==> config.mk <==
export PLATFORM = sky130hd
export DESIGN_NAME = adc_pair_capture
export DESIGN_NICKNAME = d
export VERILOG_FILES = /design/src/rtl/adc_pair_pkg.sv /design/src/rtl/adc_pair_ctrl.sv /design/src/rtl/adc_pair_datapath.sv /design/src/rtl/adc_pair_capture.sv
export SDC_FILE = /design/constraint.sdc
export NUM_CORES = 1
export LEC_CHECK = 0
export BUFFER_PORTS_ARGS = -buffer_cell sky130_fd_sc_hd__clkbuf_2
export CORE_UTILIZATION = 52
export DETAILED_ROUTE_END_ITERATION = 7
export MAX_ROUTING_LAYER = met4
export PLACE_DENSITY = 0.79
export SLEW_MARGIN = 20
export SYNTH_ARGS = -nofsm -noshare
export SYNTH_HDL_FRONTEND = slang
export SYNTH_SLANG_ARGS = --single-unit
==> constraint.sdc <==
create_clock -name clk -period 1.5 [get_ports clk]
set_input_delay 0.075 -clock clk [delete_from_list [all_inputs] [get_ports clk]]
set_output_delay 0.075 -clock clk [all_outputs]
set_load 0.01 [all_outputs]
==> src/rtl/adc_pair_pkg.sv <==
package adc_pair_pkg;

  typedef enum logic [2:0] {
    ST_IDLE,
    ST_REQ,
    ST_CONV,
    ST_SHIFT,
    ST_DONE
  } ctrlState_e;

  typedef struct packed {
    logic shiftEn;
    logic commit;
  } dpStrobes_t;

endpackage

==> src/rtl/adc_pair_ctrl.sv <==
module adc_pair_ctrl
  import adc_pair_pkg::*;
#(
  parameter int CLK_DIV      = 4,
  parameter int FRAME_CYCLES = 300,
  parameter int DATA_W       = 14,
  parameter int PAD_BITS     = 2,
  parameter int NUM_CH       = 2
) (
  input  logic       clk,
  input  logic       rstN,
  input  logic       busGrant,
  output logic       busReq,
  output logic       busOwn,
  output logic       sclk,
  output logic       convert,
  output dpStrobes_t strobes
);

  localparam int FIELD_W    = PAD_BITS + DATA_W;
  localparam int FRAME_BITS = NUM_CH * FIELD_W;
  localparam int PER_W      = $clog2(FRAME_BITS + 1);
  localparam int DIV_W      = (CLK_DIV > 1) ? $clog2(CLK_DIV) : 1;
  localparam int GAP_W      = $clog2(FRAME_CYCLES + 1);
  localparam int HIGH_W     = $clog2(2 * CLK_DIV + 1);

  ctrlState_e       state;
  logic [DIV_W-1:0] halfCnt;
  logic             phase;
  logic [PER_W-1:0] period;
  logic [GAP_W-1:0] gapCnt;
  logic             halfEnd;

  assign halfEnd = (halfCnt == DIV_W'(CLK_DIV - 1));

  always_ff @(posedge clk or negedge rstN) begin
    if (!rstN) begin
      state   <= ST_IDLE;
      halfCnt <= '0;
      phase   <= 1'b0;
      period  <= '0;
      gapCnt  <= '0;
    end else begin
      if (gapCnt != '0) gapCnt <= gapCnt - 1'b1;
      case (state)
        ST_IDLE: if (gapCnt == '0) state <= ST_REQ;
        ST_REQ: begin
          if (busGrant) begin
            state   <= ST_CONV;
            phase   <= 1'b1;
            halfCnt <= '0;
            period  <= '0;
            gapCnt  <= GAP_W'(FRAME_CYCLES - 1);
          end
        end
        ST_CONV, ST_SHIFT: begin
          if (halfEnd) begin
            halfCnt <= '0;
            phase   <= ~phase;
            if (!phase) begin
              period <= period + 1'b1;
              if (state == ST_CONV) state <= ST_SHIFT;
              else if (period == PER_W'(FRAME_BITS)) state <= ST_DONE;
            end
          end else begin
            halfCnt <= halfCnt + 1'b1;
          end
        end
        ST_DONE: state <= ST_IDLE;
        default: state <= ST_IDLE;
      endcase
    end
  end

  assign busOwn          = (state == ST_CONV) || (state == ST_SHIFT);
  assign busReq          = busOwn || (state == ST_REQ);
  assign convert         = (state == ST_CONV);
  assign sclk            = busOwn && phase;
  assign strobes.shiftEn = (state == ST_SHIFT) && phase && halfEnd;
  assign strobes.commit  = (state == ST_DONE);

  // Checking counters: cycles since the last strobe rise, length of strobe.
  logic [GAP_W-1:0]  sinceConv;
  logic              seenConv;
  logic              convD;
  logic [HIGH_W-1:0] convHigh;

  always_ff @(posedge clk or negedge rstN) begin
    if (!rstN) begin
      sinceConv <= '0;
      seenConv  <= 1'b0;
      convD     <= 1'b0;
      convHigh  <= '0;
    end else begin
      convD    <= convert;
      convHigh <= convert ? convHigh + 1'b1 : '0;
      if (convert && !convD) begin
        sinceConv <= GAP_W'(1);
        seenConv  <= 1'b1;
      end else if (sinceConv != GAP_W'(FRAME_CYCLES)) begin
        sinceConv <= sinceConv + 1'b1;
      end
    end
  end

  p_req_hold_r2: assert property (@(posedge clk) disable iff (!rstN)
    busReq && !busOwn && !busGrant |=> busReq && !convert);

  p_conv_grant_r3: assert property (@(posedge clk) disable iff (!rstN)
    $rose(convert) |-> busGrant);

  p_conv_width_r3: assert property (@(posedge clk) disable iff (!rstN)
    $fell(convert) |-> convHigh == HIGH_W'(2 * CLK_DIV));

  p_spacing_r5: assert property (@(posedge clk) disable iff (!rstN)
    $rose(convert) && seenConv |-> sinceConv >= GAP_W'(FRAME_CYCLES));

  p_release_r10: assert property (@(posedge clk) disable iff (!rstN)
    $fell(busOwn) |-> !busReq && !sclk);

endmodule

==> src/rtl/adc_pair_datapath.sv <==
module adc_pair_datapath
  import adc_pair_pkg::*;
#(
  parameter int DATA_W   = 14,
  parameter int PAD_BITS = 2,
  parameter int NUM_CH   = 2
) (
  input  logic                     clk,
  input  logic                     rstN,
  input  logic                     miso,
  input  dpStrobes_t               strobes,
  output logic signed [DATA_W-1:0] chA,
  output logic signed [DATA_W-1:0] chB,
  output logic                     dataValid
);

  localparam int FIELD_W    = PAD_BITS + DATA_W;
  localparam int FRAME_BITS = NUM_CH * FIELD_W;
  localparam int PER_W      = $clog2(FRAME_BITS + 1);

  logic [FRAME_BITS-1:0]           shiftReg;
  logic [NUM_CH-1:0][DATA_W-1:0]   chWord;
  logic                            firstFrame;

  always_ff @(posedge clk or negedge rstN) begin
    if (!rstN) shiftReg <= '0;
    else if (strobes.shiftEn) shiftReg <= {shiftReg[FRAME_BITS-2:0], miso};
  end

  for (genvar c = 0; c < NUM_CH; c++) begin : g_chan
    localparam int TOP = FRAME_BITS - c * FIELD_W - PAD_BITS - 1;
    always_ff @(posedge clk or negedge rstN) begin
      if (!rstN) chWord[c] <= '0;
      else if (strobes.commit && !firstFrame) chWord[c] <= shiftReg[TOP -: DATA_W];
    end
  end

  always_ff @(posedge clk or negedge rstN) begin
    if (!rstN) begin
      firstFrame <= 1'b1;
      dataValid  <= 1'b0;
    end else begin
      dataValid <= strobes.commit && !firstFrame;
      if (strobes.commit) firstFrame <= 1'b0;
    end
  end

  assign chA = chWord[0];
  assign chB = chWord[1];

  // Checking counters: shifts per frame and frames committed since reset.
  logic [PER_W-1:0] shiftCnt;
  logic [1:0]       commitsSeen;

  always_ff @(posedge clk or negedge rstN) begin
    if (!rstN) begin
      shiftCnt    <= '0;
      commitsSeen <= '0;
    end else begin
      if (strobes.commit) shiftCnt <= '0;
      else if (strobes.shiftEn) shiftCnt <= shiftCnt + 1'b1;
      if (strobes.commit && commitsSeen != 2'd2) commitsSeen <= commitsSeen + 1'b1;
    end
  end

  p_shift_count_r6: assert property (@(posedge clk) disable iff (!rstN)
    strobes.commit |-> shiftCnt == PER_W'(FRAME_BITS));

  p_first_frame_r8: assert property (@(posedge clk) disable iff (!rstN)
    dataValid |-> commitsSeen == 2'd2);

  p_valid_pulse_r9: assert property (@(posedge clk) disable iff (!rstN)
    dataValid |=> !dataValid);

  p_hold_words_r9: assert property (@(posedge clk) disable iff (!rstN)
    !dataValid |-> $stable(chA) && $stable(chB));

endmodule

==> src/rtl/adc_pair_capture.sv <==
module adc_pair_capture
  import adc_pair_pkg::*;
#(
  parameter int CLK_DIV      = 4,
  parameter int FRAME_CYCLES = 300,
  parameter int DATA_W       = 14,
  parameter int PAD_BITS     = 2
) (
  input  logic                     clk,
  input  logic                     rstN,
  input  logic                     busGrant,
  input  logic                     miso,
  output logic                     busReq,
  output logic                     busOwn,
  output logic                     sclk,
  output logic                     convert,
  output logic signed [DATA_W-1:0] chA,
  output logic signed [DATA_W-1:0] chB,
  output logic                     dataValid
);

  localparam int NUM_CH = 2;

  dpStrobes_t strobes;

  adc_pair_ctrl #(
    .CLK_DIV(CLK_DIV), .FRAME_CYCLES(FRAME_CYCLES),
    .DATA_W(DATA_W), .PAD_BITS(PAD_BITS), .NUM_CH(NUM_CH)
  ) u_ctrl (
    .clk(clk), .rstN(rstN), .busGrant(busGrant),
    .busReq(busReq), .busOwn(busOwn), .sclk(sclk),
    .convert(convert), .strobes(strobes)
  );

  adc_pair_datapath #(
    .DATA_W(DATA_W), .PAD_BITS(PAD_BITS), .NUM_CH(NUM_CH)
  ) u_dp (
    .clk(clk), .rstN(rstN), .miso(miso), .strobes(strobes),
    .chA(chA), .chB(chB), .dataValid(dataValid)
  );

endmodule

Word level (Yosys, flattened, before mapping) --
Cells that the tools add are included.
Word-level totals: register bits after elaboration 81, latch bits 0, memory bits (writable) 0, ROM bits 0, output and inout port bits 33, memories kept 0
Operators by class: $add $sub $neg 3, multiply operators 0, div/mod/pow operators 0, order comparisons 0, equality and inequality tests 11, shift operators 0, mux-type cells 20, bitwise operators 1, reductions and logical operators 16
Operators by type and width (count):
- 9-bit 2-to-1 mux | 3
- 3-bit 2-to-1 mux | 6
- 6-bit 2-to-1 mux | 3
- 6-bit case mux with 2 select lines | 1
- 9-bit logical NOT | 1
- 3-bit case mux with 3 select lines | 1
- 9-bit nonzero test | 1
- 9-bit by 1-bit subtractor with 9-bit output, second input constant | 1
- 6-bit by 1-bit adder with 6-bit output, second input constant | 1
- 3-bit by 2-bit == test with 1-bit output, second input constant | 2
- 6-bit == test, second input constant | 1
- 5-bit AND reduction | 1
- 1-bit logical AND | 4
- 2-bit 2-to-1 mux | 2
- 2-bit by 1-bit != test with 1-bit output, second input constant | 2
- 2-bit != test, second input constant | 2
- 2-bit case mux with 2 select lines | 1
- 4-bit AND reduction | 1
- 3-bit by 1-bit == test with 1-bit output, second input constant | 1
- 3-bit == test, second input constant | 1
- 3-bit logical NOT | 1
- 3-bit by 2-bit != test with 1-bit output, second input constant | 1
- 3-bit AND reduction | 1
- 2-bit by 1-bit adder with 2-bit output, second input constant | 1
- other kinds (9) | 11

Logic depth before layout (Yosys ltp) --
Gate-level depths: netlist of the first run.
depth after elaboration 6, gate-level depth with buffers 5, mapped depth without buffers 5

Hierarchy --
Synthesis of the first run repeated with hierarchy kept, for this count alone.
Second synthesis, totals: cells, all modules 254, area total of the unflattened synthesis 3447.1 um^2
Modules (own cells, without submodules):
- adc_pair_datapath | times used 1, cells each 127, area an instance 2257.2 um^2
- adc_pair_ctrl | times used 1, cells each 127, area an instance 1189.9 um^2

Worst setup path before layout of the first run --
Ideal clock, no wire load.
path kind flip-flop to flip-flop, start point register u_ctrl.gapCnt[0], end point register u_ctrl.gapCnt[7], setup time 79 ps, data arrival time 1531 ps, slack -110 ps, cell stages (with the launch flop) 6, cell sequence dfrtp_1 -> inv_1 -> ha_1 -> or3b_2 -> o211ai_1 -> mux2i_1
Between the ends: cells in the longest elaborated chain, start to end 4
RTL lines:
- start, declared | line adc_pair_ctrl.sv:31 | logic [GAP_W-1:0] gapCnt;
- start signal, assigned | line adc_pair_ctrl.sv:44 | if (gapCnt != '0) gapCnt <= gapCnt - 1'b1;
- start signal, assigned | line adc_pair_ctrl.sv:53 | gapCnt <= GAP_W'(FRAME_CYCLES - 1);
- 9-bit by 1-bit subtractor with 9-bit output / 9-bit nonzero test (equally long branches) | line adc_pair_ctrl.sv:44
- 9-bit 2-to-1 mux * | line adc_pair_ctrl.sv:44
- 9-bit 2-to-1 mux | line adc_pair_ctrl.sv:48 | if (busGrant) begin
- 9-bit 2-to-1 mux * | line adc_pair_ctrl.sv:45 | case (state)
Every way passes the cells marked *; elsewhere a longest branch is shown, timed or not. A chain may end at the register's enable or synchronous reset.

Final worst setup path of the first run --
start point register u_ctrl.state[1], end point register u_dp.chWord, in the netlist u_dp.chB[6]
Between the ends: cells in the longest elaborated chain, start to end 2
RTL lines:
- start, declared | line adc_pair_ctrl.sv:27 | ctrlState_e state;
- start signal, assigned | line adc_pair_ctrl.sv:38 | state <= ST_IDLE;
- start signal, assigned | line adc_pair_ctrl.sv:46 | ST_IDLE: if (gapCnt == '0) state <= ST_REQ;
- start signal, assigned | line adc_pair_ctrl.sv:49 | state <= ST_CONV;
- 3-bit == test | line adc_pair_ctrl.sv:80 | assign strobes.commit = (state == ST_DONE);
- 1-bit logical AND | line adc_pair_datapath.sv:34 | else if (strobes.commit && !firstFrame) chWord[c] <= shiftReg[TOP -: DATA_W];
- end signal, assigned by index | line adc_pair_datapath.sv:34
- end, declared | line adc_pair_datapath.sv:22 | logic [NUM_CH-1:0][DATA_W-1:0] chWord;
No other way between the ends.

==> impl_metrics.ini, run 1 <==
[worst_setup_path]
path_max_fanout = 14
cp-start-kind = register
worstPathArrival_ns = 1.79
end_kind = register
slowest_delay_ns = 0.46
critPathKind = register to register
critPathRequiredTime_ns = 1.74
critPathSlowestCell = dfrtp_2
path_cells = nor4b_4 > buf_6 > clkbuf_16 > mux2_2

[finish]
fin_nets = 336
final_core_util_pct = 70.8
fin_area_um2 = 4490
layout-drive-gt1-share_pct = 52.3
diodes = 0
fill_cells = 395
area_growth_pct = 30.9

[logic_synthesis]
synth_mux_area_share_pct = 19.9
netlist_area_um2 = 3430
synthArstFlopShare_pct = 100
synthSimpleGateAreaFrac_pct = 10.8
synth-xor-area-share_pct = 0
syn_avg_cell_area_um2 = 13.7
synth-edff-count = 0
postSynthCellCount = 250
synth_area_leaders = dfrtp_1 (58%), mux2_2 (19%), ha_1 (1.5%), o21ai_0 (1.3%), o31ai_1 (1.3%)
ys_types = 44
synth_nets = 258
yosys_most_used_dff = dfrtp_1
ys_seq_elements = 81
synthAdderAreaFrac_pct = 1.46
synth_compound_area_share_pct = 6.20
yosysWarnings = 0
synth_top_area_share_pct = 58.3
seq_area_frac_synth_pct = 59.1
synth_top_cell_by_area = dfrtp_1
synth_top_family_by_area = multiplexers

[placement]
port_buffers = 36
dp_hpwl_um = 4170
placed_area_um2 = 3920
gp_congestion = 0.847
pre_cts_ws_ns = -0.0615

[grt]
grt_overflow = 0
grt_max_degree = 51
grt_pass1_wl_um = 11200
track_usage_pct = 21.1
first_global_vias = 2300
grt_antenna_before_repair = 0

[clock_tree]
path_clk_slew_ns = 0.08
cts_tree = built
numCtsBuffers = 9
htree_levels = 3
clkLatencyLatePin_ns = 0.35
root_buffer = clkbuf_8
cts.sinks = 81
cts_buffer_depth = 2

[timing]
finalSetupViolCount = 34
hold_viol = 0
fin_ws_ns = -0.0515
period_share_pct = 103
timing.slew.headroom_pct = 62.2
hold_ws_ns = 0.140
rsz0062_at_grt = true
fin_skew_ns = 0.00609
fmax_mhz = 645
drv_slew = 0
worst-slew-pin-transition_ns = 0.565
post-route-min-period_ns = 1.55

[power]
powerDensity_nw_per_um2 = 903
p_total_mw = 4.06
ir_worst_vdd_mv = 0.779
leakagePower_nw = 2.14

[floorplanning]
start_util_pct = 54.1
die_h_um = 83.3
die_w_um = 83.3
rows = 29
ios = 37
die-area_um2 = 6930
core-area_um2 = 6350

[drt]
drc = 0
num_vias = 2292
dr.first_iter.drc_count = 148
route.met3.wl_um = 224
dr.pass1.iters = 4
viasPerCell = 5.59
wl_met1_um = 3330
route.met2.wl_um = 3890
ant_nets = 0
wire_per_inst_um = 18.4
drt-total-wl_um = 7530
topRoutingLayerUsed = met4

[status]
violations = setup timing
outcome = finished, violations left

[worst_hold_path]
hold_path_class = primary input to asynchronous set/reset pin

[flow_run]
drv_cap = 0
per-layer routing:
layer  GRT usage (%)  vias up
li1                -     1074
met1            26.1     1165
met2            34.1       45
met3            5.67        8
met4            6.58        0
met5               -        -
per-stage QoR:
| stage | std cells | setup TNS [ns] |
|---|---|---|
| 2_1_floorplan | 250 | -0.0108 |
| 3_3_place_gp | 381 | -0.0143 |
| 3_5_place_dp | 381 | -0.288 |
| 4_1_cts | 403 | 0 |
| 5_1_grt | 410 | -2.41 |
| 6_report | 410 | -0.755 |
cell families after synthesis:
| family | count (synthesis) |
|---|---|
| flops | 81 |
| mux | 61 |
| simple gates | 54 |
| compound gates | 32 |
| buf+inv | 18 |
| fa+ha+maj | 4 |
report_power, final:
part / switching [mW] / internal, mW
Sequential: 0.00696 / 2.19
Clock: 0.804 / 0.988
Combinational: 0.0471 / 0.0216
layout make-up:
cell class / count / area, um2 / area share, %
clock buffer: 10 / 138 / 3.06
clock inverter: 6 / 90.1 / 2.01
inverter: 7 / 26.3 / 0.585
multi-input combinational: 151 / 1470 / 32.6
sequential: 81 / 2030 / 45.2
tap: 77 / 96.3 / 2.14
timing repair buffer: 78 / 646 / 14.4
Yosys cell counts (2+ instances only):
master     n
nor2_1     7
clkbuf_1   3
nand2_1    8
o21ai_0    9
nand3b_1   2
a21oi_1    7
and2_1     3
or3_1      3
nor4bb_1   3
o31ai_1    6
nand4_1    4
mux2i_1    3
nand2b_1   4
dfrtp_1   80
nor4_1     2
buf_2      5
inv_1      7
ha_1       4
o211ai_1   3
mux2_2    58
buf_4      2
nor3_1     3
nand3_1    3
critical path: cells and delay by family, from the launching register on:
| kind | cells | cell delay (ns) |
|---|---|---|
| buffers and inverters | 2 | 0.35 |
| DFF | 1 | 0.46 |
| muxes | 1 | 0.34 |
| and+or+nand+nor | 1 | 0.29 |
registers in the layout, indices dropped and copies added (netlist names):
| name | flops |
|---|---|
| u_dp.shiftReg | 30 |
| u_dp.chA | 14 |
| u_dp.chB | 14 |
| u_ctrl.gapCnt | 9 |
| u_ctrl.period | 6 |
| u_ctrl.state | 3 |
| u_ctrl.halfCnt | 2 |
| u_ctrl.phase | 1 |
| u_dp.dataValid | 1 |
| u_dp.firstFrame | 1 |
placed cells by master (no fill, tap or decap), drive strengths merged, types with 2 or more instances in the layout:
cell type    count
nand3            3
inv              8
o21ai            9
clkinv           2
mux2i            3
clkbuf          48
dlygate4sd3      2
o31ai            6
nor4b            2
nand3b           2
nor3             3
dfrtp           80
or3              4
ha               4
nand4bb          2
nand2            8
and2             3
nor4bb           3
a21oi            7
nand4            4
nor4             2
buf             38
nand2b           4
bufinv           2
mux2            58
o211ai           3
nor2             7
final timing paths:
path,cells after the start,slack (ns),start,to
max,4,-0.05,u_ctrl.state[1],u_dp.chB[6]
min,2,0.14,rstN,u_dp.chA[1]
max reg2reg,4,-0.05,u_ctrl.state[1],u_dp.chB[6]
min reg2reg,1,0.51,u_dp.firstFrame,u_dp.firstFrame
max in group asynchronous,3,0.78,rstN,u_ctrl.state[2]
min in group clk,4,0.17,busGrant,u_ctrl.state[0]
repair_timing:
| action | CTS | global route |
|---|---|---|
| gates resized for setup | 11 | 30 |
| pin swaps | 4 | 6 |
| hold buffers | 2 | 0 |
| gates cloned | 1 | 4 |
| setup buffers | 3 | 3 |
| hold endpoints to repair | 81 | 0 |
| setup endpoints to repair | 40 | 45 |
(Power assumes the default switching activity.)
==> run 2: changes to the inputs <==
--- a/config.mk
+++ b/config.mk
@@ -8,9 +8,12 @@
 export BUFFER_PORTS_ARGS = -buffer_cell sky130_fd_sc_hd__clkbuf_2
 export CORE_UTILIZATION = 52
 export DETAILED_ROUTE_END_ITERATION = 7
+export GPL_TIMING_DRIVEN = 0
+export HOLD_SLACK_MARGIN = 0.08
 export MAX_ROUTING_LAYER = met4
 export PLACE_DENSITY = 0.79
 export SLEW_MARGIN = 20
 export SYNTH_ARGS = -nofsm -noshare
 export SYNTH_HDL_FRONTEND = slang
+export SYNTH_HIERARCHICAL = 1
 export SYNTH_SLANG_ARGS = --single-unit
==> impl_metrics.ini, run 2 <==
[clock_tree]
root_buffer = clkbuf_8
path_clk_slew_ns = 0.08
numCtsBuffers = 9
htree_levels = 3
cts_tree = built
cts_buffer_depth = 2
clkLatencyLatePin_ns = 0.36
cts.sinks = 81

[floorplanning]
rows = 29
die_w_um = 83.4
start_util_pct = 54.0
die_h_um = 83.4
core-area_um2 = 6390
die-area_um2 = 6960
ios = 37

[worst_setup_path]
worstPathArrival_ns = 2.03
path_max_fanout = 10
cp-startpoint = u_ctrl/state[2]
end_kind = register
cp-start-kind = register
critPathRequiredTime_ns = 1.75
r2r-start = u_ctrl/state[2]
reg2regPathDepth = 7
critPathKind = register to register

[power]
leakagePower_nw = 2.24
ir_worst_vdd_mv = 1.04
powerDensity_nw_per_um2 = 825
p_total_mw = 3.75

[finish]
fill_cells = 399
layout_commonest_cell = dfrtp_1
largest_reg_flops = 30
fin_nets = 336
top_register = u_dp/shiftReg
final_core_util_pct = 71.2
layout-drive-gt1-share_pct = 53.5
area_growth_pct = 32.0
diodes = 0
mostFrequentLayoutCells = dfrtp_1 (78), mux2_2 (36), clkbuf_2 (34)

[logic_synthesis]
syn_avg_cell_area_um2 = 13.6
synth-edff-count = 0
synth_nets = 262
synth_area_leaders = dfrtp_1 (58%), mux2_2 (16%), mux2_4 (3.9%), o21ai_0 (1.7%), ha_1 (1.5%)
yosysMostFrequentCell = dfrtp_1
seq_area_frac_synth_pct = 58.8
postSynthCellCount = 254
synth_top_cell_by_area = dfrtp_1
ys_seq_elements = 81
synthArstFlopShare_pct = 100
yosysWarnings = 6
yosys_most_used_dff = dfrtp_1
ys_types = 42
synthTopCellsByCount = dfrtp_1 (80), mux2_2 (49), o21ai_0 (12)
netlist_area_um2 = 3450
synth_top_area_share_pct = 58.1

[grt]
track_usage_pct = 22.7
first_global_vias = 2332
grt_max_degree = 48
grt_pass1_wl_um = 11900
grt_antenna_before_repair = 0
grt_overflow = 0

[worst_hold_path]
hold_start = busGrant
holdPathStages = 4
hold_path_class = primary input to register

[placement]
pre_cts_ws_ns = -0.257
port_buffers = 36
gp_congestion = 0.844
dp_hpwl_um = 3930

[drt]
num_vias = 2330
drt-total-wl_um = 7420
drc = 0
viasPerCell = 5.68
ant_nets = 0
dr.first_iter.drc_count = 111
wire_per_inst_um = 18.1
dr.pass1.iters = 4

[timing]
rsz0062_at_grt = true
fin_skew_ns = 0.00713
fin_ws_ns = -0.278
fmax_mhz = 562
drv_slew = 0
finalSetupViolCount = 64
hold_viol = 0
timing.slew.headroom_pct = 57.9
post-route-min-period_ns = 1.78
worst-slew-pin-transition_ns = 0.632
period_share_pct = 119

[flow_run]
drv_cap = 0

[status]
outcome = finished, violations left
violations = setup timing
-- run 2: final timing paths --
path,to,slack (ns)
max,u_dp/shiftReg[17],-0.28
max reg2reg,u_dp/shiftReg[17],-0.28
max in group asynchronous,u_dp/firstFrame,0.53
min reg2reg,u_dp/chA[0],0.51
min,u_ctrl/gapCnt[7],0.16
min in group asynchronous,u_dp/chA[2],0.30
-- run 2: layout make-up --
cell class | instances | area [um2] | area share, %
flip-flops and latches | 81 | 2030 | 44.6
multi-input cells | 152 | 1520 | 33.3
repair buffers | 63 | 527 | 11.6
plain buffers | 12 | 156 | 3.44
clock buffers | 10 | 138 | 3.03
well taps | 77 | 96.3 | 2.12
clock inverters | 6 | 50.0 | 1.10
inverters | 9 | 36.3 | 0.798
-- run 2: critical path: stages (launching register included) --
cell and delay [ns]:
dfrtp_1 0.40, clkbuf_8 0.15, nand2b_4 0.15, inv_4 0.05, and2_4 0.13, and3_4 0.28, buf_8 0.17, mux2_2 0.34
-- run 2: kinds of logic (layout without fill, tap and decap cells) --
group / after synthesis / in the layout / share of synthesized area, %
AO/OA/AOI/OAI: 32 / 32 / 5.70
adder cells (fa/ha/maj): 4 / 4 / 1.45
buffers and inverters: 21 / 100 / 2.90
flip-flops: 81 / 81 / 58.8
multiplexers: 62 / 62 / 21.1
AND/OR/NAND/NOR: 54 / 54 / 10.0
-- run 2: where the power goes --
part | internal, mW | switching, mW
Sequential | 2.19 | 0.00791
Combinational | 0.0235 | 0.0476
Clock | 0.668 | 0.817
Total | 2.88 | 0.873
-- run 2: timing repair --
item,CTS,global route
hold buffers,2,0
pin swaps,3,6
endpoints found under the hold margin,47,0
setup buffers,12,8
cloned,4,0
resized for setup,43,28
setup endpoints to repair,63,74
-- run 2: stage by stage --
stage	std cells	cell area, um2	setup TNS, ns	hold WS, ns
floorplan	254	3510	-5.72	-0.221
finish	410	4550	-11.52	0.160
global route	410	4550	-13.67	0.178
detailed placement	368	3810	-10.29	0.157
global placement	367	3790	-42.00	0.314
CTS	402	4380	-9.56	0.119
-- run 2: per-layer routing --
metal / track usage [%] / vias to the layer above / wire length [um]
li1: - / 1061 / -
met1: 27.4 / 1188 / 3050
met2: 37.6 / 67 / 3940
met3: 6.46 / 14 / 298
met4: 6.01 / 0 / 123
met5: - / - / 0
